$ cat config.mk
export PLATFORM = sky130hd
export DESIGN_NAME = dual_bank_mac
export DESIGN_NICKNAME = d
export VERILOG_FILES = /design/src/rtl/mac_pkg.sv /design/src/rtl/mac_bank_regs.sv /design/src/rtl/mac_datapath.sv /design/src/rtl/dual_bank_mac.sv
export SDC_FILE = /design/constraint.sdc
export NUM_CORES = 1
export LEC_CHECK = 0
export BUFFER_PORTS_ARGS = -buffer_cell sky130_fd_sc_hd__buf_2
export CAP_MARGIN = 20
export CORE_MARGIN = 2
export CORE_UTILIZATION = 30
export DETAILED_ROUTE_END_ITERATION = 7
export GPL_TIMING_DRIVEN = 0
export PLACE_DENSITY_LB_ADDON = 0.05
export SYNTH_ARGS = -nofsm -noshare
export SYNTH_HDL_FRONTEND = slang
export SYNTH_SLANG_ARGS = --single-unit
$ cat constraint.sdc
create_clock -name clk -period 13.5 [get_ports clk]
set_input_delay 2.025 -clock clk [delete_from_list [all_inputs] [get_ports clk]]
set_output_delay 2.025 -clock clk [all_outputs]
set_load 0.03 [all_outputs]
$ cat src/rtl/mac_pkg.sv
package mac_pkg;

  localparam int OPW  = 16;
  localparam int PRW  = 2 * OPW;
  localparam int ACCW = PRW + 8;

  typedef enum logic [1:0] {
    OP_MUL  = 2'b00,
    OP_ADD  = 2'b01,
    OP_SUB  = 2'b10,
    OP_CLR  = 2'b11
  } mac_op_e;

  // Signed OPW x OPW product, full width
  function automatic logic [PRW-1:0] signed_product(input logic [OPW-1:0] a,
                                                    input logic [OPW-1:0] b);
    logic signed [PRW-1:0] sa, sb;
    sa = {{OPW{a[OPW-1]}}, a};
    sb = {{OPW{b[OPW-1]}}, b};
    return sa * sb;
  endfunction

  // Place the product in accumulator coordinates
  function automatic logic [ACCW-1:0] align_product(input logic [PRW-1:0] p,
                                                    input logic int_mode);
    if (int_mode)
      return {{(ACCW-PRW){p[PRW-1]}}, p};
    else
      return {{(ACCW-PRW-1){p[PRW-1]}}, p, 1'b0};
  endfunction

  function automatic logic [ACCW-1:0] combine(input mac_op_e op,
                                              input logic [ACCW-1:0] acc,
                                              input logic [ACCW-1:0] term);
    case (op)
      OP_MUL:  return term;
      OP_ADD:  return acc + term;
      OP_SUB:  return acc - term;
      default: return '0;
    endcase
  endfunction

endpackage

$ cat src/rtl/mac_bank_regs.sv
module mac_bank_regs
  import mac_pkg::*;
(
  input  logic            clk,
  input  logic            rst_n,
  input  logic            x_we,
  input  logic [OPW-1:0]  x_d,
  input  logic            y_we,
  input  logic [OPW-1:0]  y_d,
  input  logic            mr_we,
  input  logic [ACCW-1:0] mr_d,
  input  logic            mf_we,
  input  logic [OPW-1:0]  mf_d,
  output logic [OPW-1:0]  x_q,
  output logic [OPW-1:0]  y_q,
  output logic [ACCW-1:0] mr_q,
  output logic [OPW-1:0]  mf_q
);

  always_ff @(posedge clk or negedge rst_n) begin
    if (!rst_n) begin
      x_q  <= '0;
      y_q  <= '0;
      mr_q <= '0;
      mf_q <= '0;
    end else begin
      if (x_we)  x_q  <= x_d;
      if (y_we)  y_q  <= y_d;
      if (mr_we) mr_q <= mr_d;
      if (mf_we) mf_q <= mf_d;
    end
  end

endmodule

$ cat src/rtl/mac_datapath.sv
module mac_datapath
  import mac_pkg::*;
(
  input  logic [OPW-1:0]  x_op,
  input  logic [OPW-1:0]  y_op,
  input  logic [ACCW-1:0] acc,
  input  mac_op_e         op,
  input  logic            int_mode,
  output logic [PRW-1:0]  product,
  output logic [ACCW-1:0] result
);

  logic [ACCW-1:0] aligned;

  always_comb begin
    product = signed_product(x_op, y_op);
    aligned = align_product(product, int_mode);
    result  = combine(op, acc, aligned);
  end

endmodule

$ cat src/rtl/dual_bank_mac.sv
module dual_bank_mac
  import mac_pkg::*;
#(
  parameter int BANKS = 2,
  localparam int BW = (BANKS > 1) ? $clog2(BANKS) : 1
) (
  input  logic            clk,
  input  logic            rst_n,
  input  logic            stat_wr,
  input  logic [BW-1:0]   stat_bank,
  input  logic            stat_int,
  input  logic            x_wr,
  input  logic [OPW-1:0]  x_in,
  input  logic            y_wr,
  input  logic [OPW-1:0]  y_in,
  input  logic            mr_wr,
  input  logic [ACCW-1:0] mr_in,
  input  logic            op_en,
  input  logic [1:0]      op_code,
  input  logic            op_to_mf,
  input  logic            y_sel_fb,
  output logic [ACCW-1:0] mr_out,
  output logic [OPW-1:0]  mf_out,
  output logic [BW-1:0]   bank_out,
  output logic            int_mode_out
);

  logic [BW-1:0] bank_q;
  logic          int_q;

  // Mode status register
  always_ff @(posedge clk or negedge rst_n) begin
    if (!rst_n) begin
      bank_q <= '0;
      int_q  <= 1'b0;
    end else if (stat_wr) begin
      bank_q <= stat_bank;
      int_q  <= stat_int;
    end
  end

  logic [OPW-1:0]  x_q  [BANKS];
  logic [OPW-1:0]  y_q  [BANKS];
  logic [ACCW-1:0] mr_q [BANKS];
  logic [OPW-1:0]  mf_q [BANKS];

  // Named internal events
  logic            evt_op_to_mr;
  logic            evt_op_to_mf;
  logic            evt_mr_load;
  logic            evt_mr_change;
  mac_op_e         op_sel;
  logic [OPW-1:0]  x_act, y_act, mf_act, y_operand;
  logic [ACCW-1:0] mr_act, mr_next, dp_result;
  logic [PRW-1:0]  dp_product;

  assign op_sel        = mac_op_e'(op_code);
  assign evt_op_to_mr  = op_en && !op_to_mf;
  assign evt_op_to_mf  = op_en && op_to_mf;
  assign evt_mr_load   = mr_wr && !evt_op_to_mr;
  assign evt_mr_change = evt_op_to_mr || mr_wr;
  assign mr_next       = evt_op_to_mr ? dp_result : mr_in;

  assign x_act  = x_q[bank_q];
  assign y_act  = y_q[bank_q];
  assign mr_act = mr_q[bank_q];
  assign mf_act = mf_q[bank_q];
  assign y_operand = y_sel_fb ? mf_act : y_act;

  generate
    for (genvar g = 0; g < BANKS; g++) begin : g_bank
      logic sel;
      assign sel = (bank_q == BW'(g));
      mac_bank_regs u_regs (
        .clk   (clk),
        .rst_n (rst_n),
        .x_we  (sel && x_wr),
        .x_d   (x_in),
        .y_we  (sel && y_wr),
        .y_d   (y_in),
        .mr_we (sel && evt_mr_change),
        .mr_d  (mr_next),
        .mf_we (sel && evt_op_to_mf),
        .mf_d  (dp_result[PRW-1:OPW]),
        .x_q   (x_q[g]),
        .y_q   (y_q[g]),
        .mr_q  (mr_q[g]),
        .mf_q  (mf_q[g])
      );
    end
  endgenerate

  mac_datapath u_dp (
    .x_op     (x_act),
    .y_op     (y_operand),
    .acc      (mr_act),
    .op       (op_sel),
    .int_mode (int_q),
    .product  (dp_product),
    .result   (dp_result)
  );

  assign mr_out       = mr_act;
  assign mf_out       = mf_act;
  assign bank_out     = bank_q;
  assign int_mode_out = int_q;


  clear_zero_chk: assert property (@(posedge clk) disable iff (!rst_n)
    (evt_op_to_mr && op_sel == OP_CLR && !stat_wr) |=> (mr_out == '0));


  frac_lsb_chk: assert property (@(posedge clk) disable iff (!rst_n)
    (evt_op_to_mr && op_sel == OP_MUL && !int_q && !stat_wr) |=> (mr_out[0] == 1'b0));


  int_sign_chk: assert property (@(posedge clk) disable iff (!rst_n)
    (evt_op_to_mr && op_sel == OP_MUL && int_q && !stat_wr)
      |=> ($countones(mr_out[ACCW-1:PRW-1]) == 0 ||
           $countones(mr_out[ACCW-1:PRW-1]) == ACCW - PRW + 1));


  stat_load_chk: assert property (@(posedge clk) disable iff (!rst_n)
    stat_wr |=> (bank_out == $past(stat_bank) && int_mode_out == $past(stat_int)));


  hold_chk: assert property (@(posedge clk) disable iff (!rst_n)
    (!evt_mr_change && !stat_wr) |=> $stable(mr_out));


  mf_route_chk: assert property (@(posedge clk) disable iff (!rst_n)
    (evt_op_to_mf && !mr_wr && !stat_wr) |=> ($stable(mr_out) && mf_out == $past(dp_result[PRW-1:OPW])));


  load_chk: assert property (@(posedge clk) disable iff (!rst_n)
    (evt_mr_load && !stat_wr) |=> (mr_out == $past(mr_in)));

endmodule

# Word-level counts from Yosys, hierarchy flattened
# Index checks and enable logic that the tools add are counted.
# word_totals
regBits,178
input_bits,85
output_inout_bits,58
word_cells,47
# op_classes
n_addsub,2
mul,1
n_lt_le_gt_ge,1
eq_ne,2
n_mux,16
bitwise_logic,2
n_reduce_logical,13
# ops
cell,count
16-bit two-way mux,10
40-bit two-way mux,4
40-bit one-hot mux with 3 select lines,1
40-bit adder,1
40-bit subtractor,1
16-bit by 16-bit multiplier with 32-bit output,1
32-bit two-way mux,1
1-bit logical AND,10
"2-bit by 1-bit equality test with 1-bit output, second input constant",1
"2-bit equality test, second input constant",1
"2-bit greater-or-equal comparator, second input constant",1
2-bit zero test,1
1-bit inverter with 2-bit output,1
1-bit zero test,1
1-bit logical OR,1
1-bit inverter,1

# Depth between registers and ports, before layout
# depth
depth_word,10
ltp_mapped,45
mapped_depth_nobuf,40

# By module
# A second synthesis with hierarchy kept.
# unflattened
hier_cells,2265
area_unflattened_um2,22754.3
# by_module_without_submodules
module,instances,cells_each,area_per_inst_um2,seq_area_each_um2
mac_datapath,1,1732,13905.8,0.0
mac_bank_regs,2,186,3437.0,2202.1
dual_bank_mac,1,161,1974.4,50.0

# Least setup slack after synthesis
# Ideal clock, no wire load.
# synth_timing
kind,input-to-reg
startpoint,input port y_sel_fb
endpoint,register g_bank[0].u_regs.mr_q[39]
setup_time_ns,0.065
arrival_ns,11.319
required_time_ns,13.435
slack_ns,2.116
stages,37
path_buffers,4
path_cell_list,clkbuf_1 buf_1 buf_1 o21ai_1 nand2_1 inv_1 fa_1 fa_1 fa_1 fa_1 fa_1 inv_1 fa_1 inv_1 ha_1 buf_2 and3_1 a221o_1 a221oi_2 nand3_1 o21ai_2 xor2_1 nand2_1 a211oi_1 nand4_1 nor3_1 a21o_1 a21oi_1 ha_1 and3_1 and2_1 o2111ai_1 nand3_1 a311o_2 or3_1 nand4_1 a22o_1
# synth_between
elab_chain_cells,6
elab_cells_between_ends,7
cone_classes,add/sub (2); mul (1); mux (4)
# synth_lines
element,line,text
start: declaration,dual_bank_mac.sv:21,"input logic y_sel_fb,"
16-bit two-way mux (*),dual_bank_mac.sv:68,assign y_operand = y_sel_fb ? mf_act : y_act;
16-bit by 16-bit multiplier with 32-bit output (*),mac_pkg.sv:20,return sa * sb;
32-bit two-way mux,mac_pkg.sv:26,if (int_mode)
40-bit subtractor / 40-bit adder (equally long branches),"mac_pkg.sv:38, mac_pkg.sv:37",
40-bit one-hot mux with 3 select lines (*),mac_pkg.sv:35,case (op)
40-bit two-way mux (*),dual_bank_mac.sv:62,assign mr_next = evt_op_to_mr ? dp_result : mr_in;
end signal: assignment,mac_bank_regs.sv:29,if (mr_we) mr_q <= mr_d;
end: declaration,mac_bank_regs.sv:16,"output logic [ACCW-1:0] mr_q,"
# Every way passes the cells marked *; elsewhere a longest branch is shown, timed or not.
# A chain may end at the register's enable or synchronous reset.

# Final worst setup path
# layout_timing
startpoint,input port y_sel_fb
endpoint,register g_bank[0].u_regs.mr_q[30]
# layout_between
elab_chain_cells,6
elab_cells_between_ends,7
cone_classes,add/sub (2); mul (1); mux (4)
# layout_lines
element,line
16-bit two-way mux (*),dual_bank_mac.sv:68
16-bit by 16-bit multiplier with 32-bit output (*),mac_pkg.sv:20
32-bit two-way mux (*),mac_pkg.sv:26
40-bit subtractor / 40-bit adder (equally long branches),"mac_pkg.sv:38, mac_pkg.sv:37"
40-bit one-hot mux with 3 select lines (*),mac_pkg.sv:35
40-bit two-way mux (*),dual_bank_mac.sv:62
# Marks and branches as above.

==> reports/metrics.yaml <==
maximum_number_of_pins_on_one_net_before_global_route_repair: 99
clock-skew-final_ns: 0.02607
detail_route.wl_per_cell_um: 22.30
synthSimpleGateAreaFrac: 0.1426
met3_length_um: 2650
synth-seq-cells: 178
diodes: 0
vias: 18007
dp_cells: 3554
detail_route.drc_violations: 0
worstHoldEndpoint: "g_bank[1].u_regs.mf_q[6]"
synth_edf_count: 0
outcome: "finished, final reports clean"
drt_iter0_drc: 1113
die_height_um: 274.5
worstPathArrival_ns: 13.20
synth_compound_area_frac: 0.1396
final.period_utilization: 0.9466
reg2reg_capture_point: "g_bank[0].u_regs.mr_q[30]"
clock_insertion_delay_worst_skew_ns: 0.49
worst-path-max-fanout: 10
worst_path_clk_slew_ns: 0.09
r2r_cells: 39
grt_pass1_vias: 19122
area_enclosed_by_the_die_boundary_um2: 75350
floorplan.initialDensity: 0.3019
first_pass_grt_wire_length_um: 122400
grt_usage: 0.2192
fillCellCount: 7632
critPathLaunchType: "input pin"
reg_to_reg_setup_timing_slack_ns: 0.96
clock_tree.buffer_depth: 2
fin_crit_ns: 12.78
ys.flop_type: "sky130_fd_sc_hd__dfrtp_1"
finalWeightedCongestion: 0.9046
buffer_ports.inserted: 142
element_type_at_the_critical_path_end: "register"
reg2reg_from: "bank_out"
dominant_combinational_cell_family_by_area_after_synthesis: "adder cells"
overflow: 0
hold_path.class: "register to register"
wl_met1_um: 36480
chipWidth_um: 274.5
timing.final.setup_violations: 0
area_growth_syn_to_layout_pct: 12.76
cts_root_buf: "sky130_fd_sc_hd__clkbuf_16"
final_core_util: 0.3404
synth.yosys.warnings: 0
maxSlewViolCount: 0
worstMarginPinSlew_ns: 1.120
finalSetupTns_ns: 0
nNetsFinal: 3088
synthesis.area_um2: 21950
maximum_capacitance_violations: 0
dr.pass1.iters: 5
floorplan_row_count: 99
fmax_ghz: 0.07825
critPathMostFrequentCell: "sky130_fd_sc_hd__fa_1"
tritoncts: "yes"
maximum_single_stage_delay_on_the_critical_path_ns: 0.86
highest_metal_used: "met5"
routed-wl-met2_um: 38510
post-cts-setup-buffers: 0
post_synth_mux_area_share: 0.09302
worst_ep_required_ns: 13.92
core-area_um2: 72710
drive_gt1_frac: 0.1594
post-dp-hpwl_um: 66460
synth_cells: 2437
synthArstFlopShare: 1.000
whs_path_depth: 2
final_antenna_net_count: 0
cts.hold.buffers_added: 0
post_synth_xor_area_fraction: 0.03591
cts_inserted_buffers: 17
cts_max_level: 4
number_of_antenna_violations_at_the_first_check_in_global_routing: 1
synth_seq_area_share: 0.2029
max_slew_margin: 0.2535
mappedNetlistNets: 2910
syn_area_per_cell_um2: 9.007
synth_cell_type_count: 84
num_io_pins: 143
timing_worst_setup_path_type: "input pin to register"
wirelength_um: 80010
hp-start: "g_bank[1].u_regs.mf_q[6]"
cts_sinks: 178
synth_adder_area_share: 0.3111
via_per_inst: 5.020
highest_delay_cell_along_the_critical_path: "sky130_fd_sc_hd__a21oi_1"
finalHoldViolCount: 0
instances_no_fill: 3587
-- area by class of cell --
type,instances,area (µm²),area share
multi-input cells,1839,15920,0.6430
flip-flops and latches,178,4454,0.1800
well taps,959,1200,0.04848
inverters,317,1190,0.04807
repair buffers,159,902.1,0.03645
plain buffers,103,461.7,0.01865
clock buffers,17,425.4,0.01719
clock inverters,15,202.7,0.008189
-- metrics by stage --
step                      hold slack, ns  setup WS (ns)  cell area (µm²)
after floorplan                   0.4429          2.116            21950
after global placement            0.4549        -0.2213            23860
after detailed placement          0.4652       -0.06907            24050
after CTS                         0.4830        0.02347            24680
after global routing              0.5022     -0.0001705            24750
final                             0.4749         0.7212            24750
-- cell usage in the layout, fill, tap and decap left out, types with 107 or more instances in the layout --
cell                        n
sky130_fd_sc_hd__inv_1    316
sky130_fd_sc_hd__nand2_1  277
sky130_fd_sc_hd__a21oi_1  107
sky130_fd_sc_hd__fa_1     263
sky130_fd_sc_hd__buf_2    144
sky130_fd_sc_hd__dfrtp_1  178
sky130_fd_sc_hd__ha_1     125
sky130_fd_sc_hd__o21ai_0  134
sky130_fd_sc_hd__mux2_2   144
sky130_fd_sc_hd__nor2_1   228
-- per-layer routing --
layer	vias up	global-route usage
met5	-	0
met4	2	0.07237
met3	87	0.02776
met2	375	0.3644
met1	9059	0.2947
li1	8484	-
-- state kept, by name, summed over array words and instances, names as in the netlist --
signal              cells
bank_out                1
g_bank.u_regs.x_q      32
g_bank.u_regs.mr_q     80
g_bank.u_regs.y_q      32
g_bank.u_regs.mf_q     32
int_mode_out            1
-- Yosys cell counts (all sizes together), types with 8 or more instances --
library cell | count | area share
and3 | 20 | 0.0059
a21oi | 112 | 0.026
a2bb2oi | 9 | 0.0036
nand4 | 11 | 0.0031
dfrtp | 178 | 0.20
o31ai | 18 | 0.0062
a21o | 35 | 0.012
nand2b | 25 | 0.0071
a211oi | 17 | 0.0060
o211ai | 12 | 0.0041
or2 | 22 | 0.0063
nand2 | 277 | 0.047
xnor2 | 55 | 0.022
nand3 | 27 | 0.0062
mux2i | 42 | 0.019
fa | 263 | 0.24
inv | 316 | 0.054
clkbuf | 83 | 0.017
nor3 | 22 | 0.0055
ha | 125 | 0.071
mux2 | 144 | 0.074
a31oi | 19 | 0.0054
or3 | 8 | 0.0023
buf | 20 | 0.0036
o22ai | 10 | 0.0028
o21ai | 145 | 0.033
o21a | 19 | 0.0065
a22oi | 21 | 0.0072
nor2 | 228 | 0.039
xor2 | 35 | 0.014
and2 | 15 | 0.0046
nor2b | 8 | 0.0023
-- worst max-delay path, delay by kind of cell --
family                   cells  cell delay, ns
XOR/XNOR                     2            0.35
AO/OA/AOI/OAI                9            2.97
buffers and inverters        5            1.18
adder cells (fa/ha/maj)      8            3.74
AND/OR/NAND/NOR             12            2.92
-- what timing repair did --
| item | CTS | global route |
|---|---|---|
| gates cloned | 0 | 0 |
| gates resized for setup | 1 | 25 |
| setup endpoints to repair | 11 | 66 |
-- worst max path at each step --
stage                     startpoint                        end  slack [ns]  cells after the start
final                       y_sel_fb  g_bank[0].u_regs.mr_q[30]        0.72                     36
after global routing        y_sel_fb  g_bank[0].u_regs.mr_q[30]     -0.0002                     39
after CTS                   bank_out  g_bank[0].u_regs.mr_q[39]        0.02                     38
after detailed placement    bank_out  g_bank[0].u_regs.mr_q[30]       -0.07                     39
after global placement      y_sel_fb  g_bank[0].u_regs.mr_q[39]       -0.22                     38
after floorplan             y_sel_fb  g_bank[0].u_regs.mr_q[39]        2.12                     37
-- kinds of logic after synthesis --
kind of cell,Yosys count
AND/OR/NAND/NOR,696
AO/OA/AOI/OAI,479
buffers and inverters,420
adder cells (fa/ha/maj),388
multiplexers,186
flip-flops,178
XOR/XNOR,90
Power is left out: the tool's default activity adds up to more than one toggle a clock period on the data nets, which glitch-free logic cannot reach.
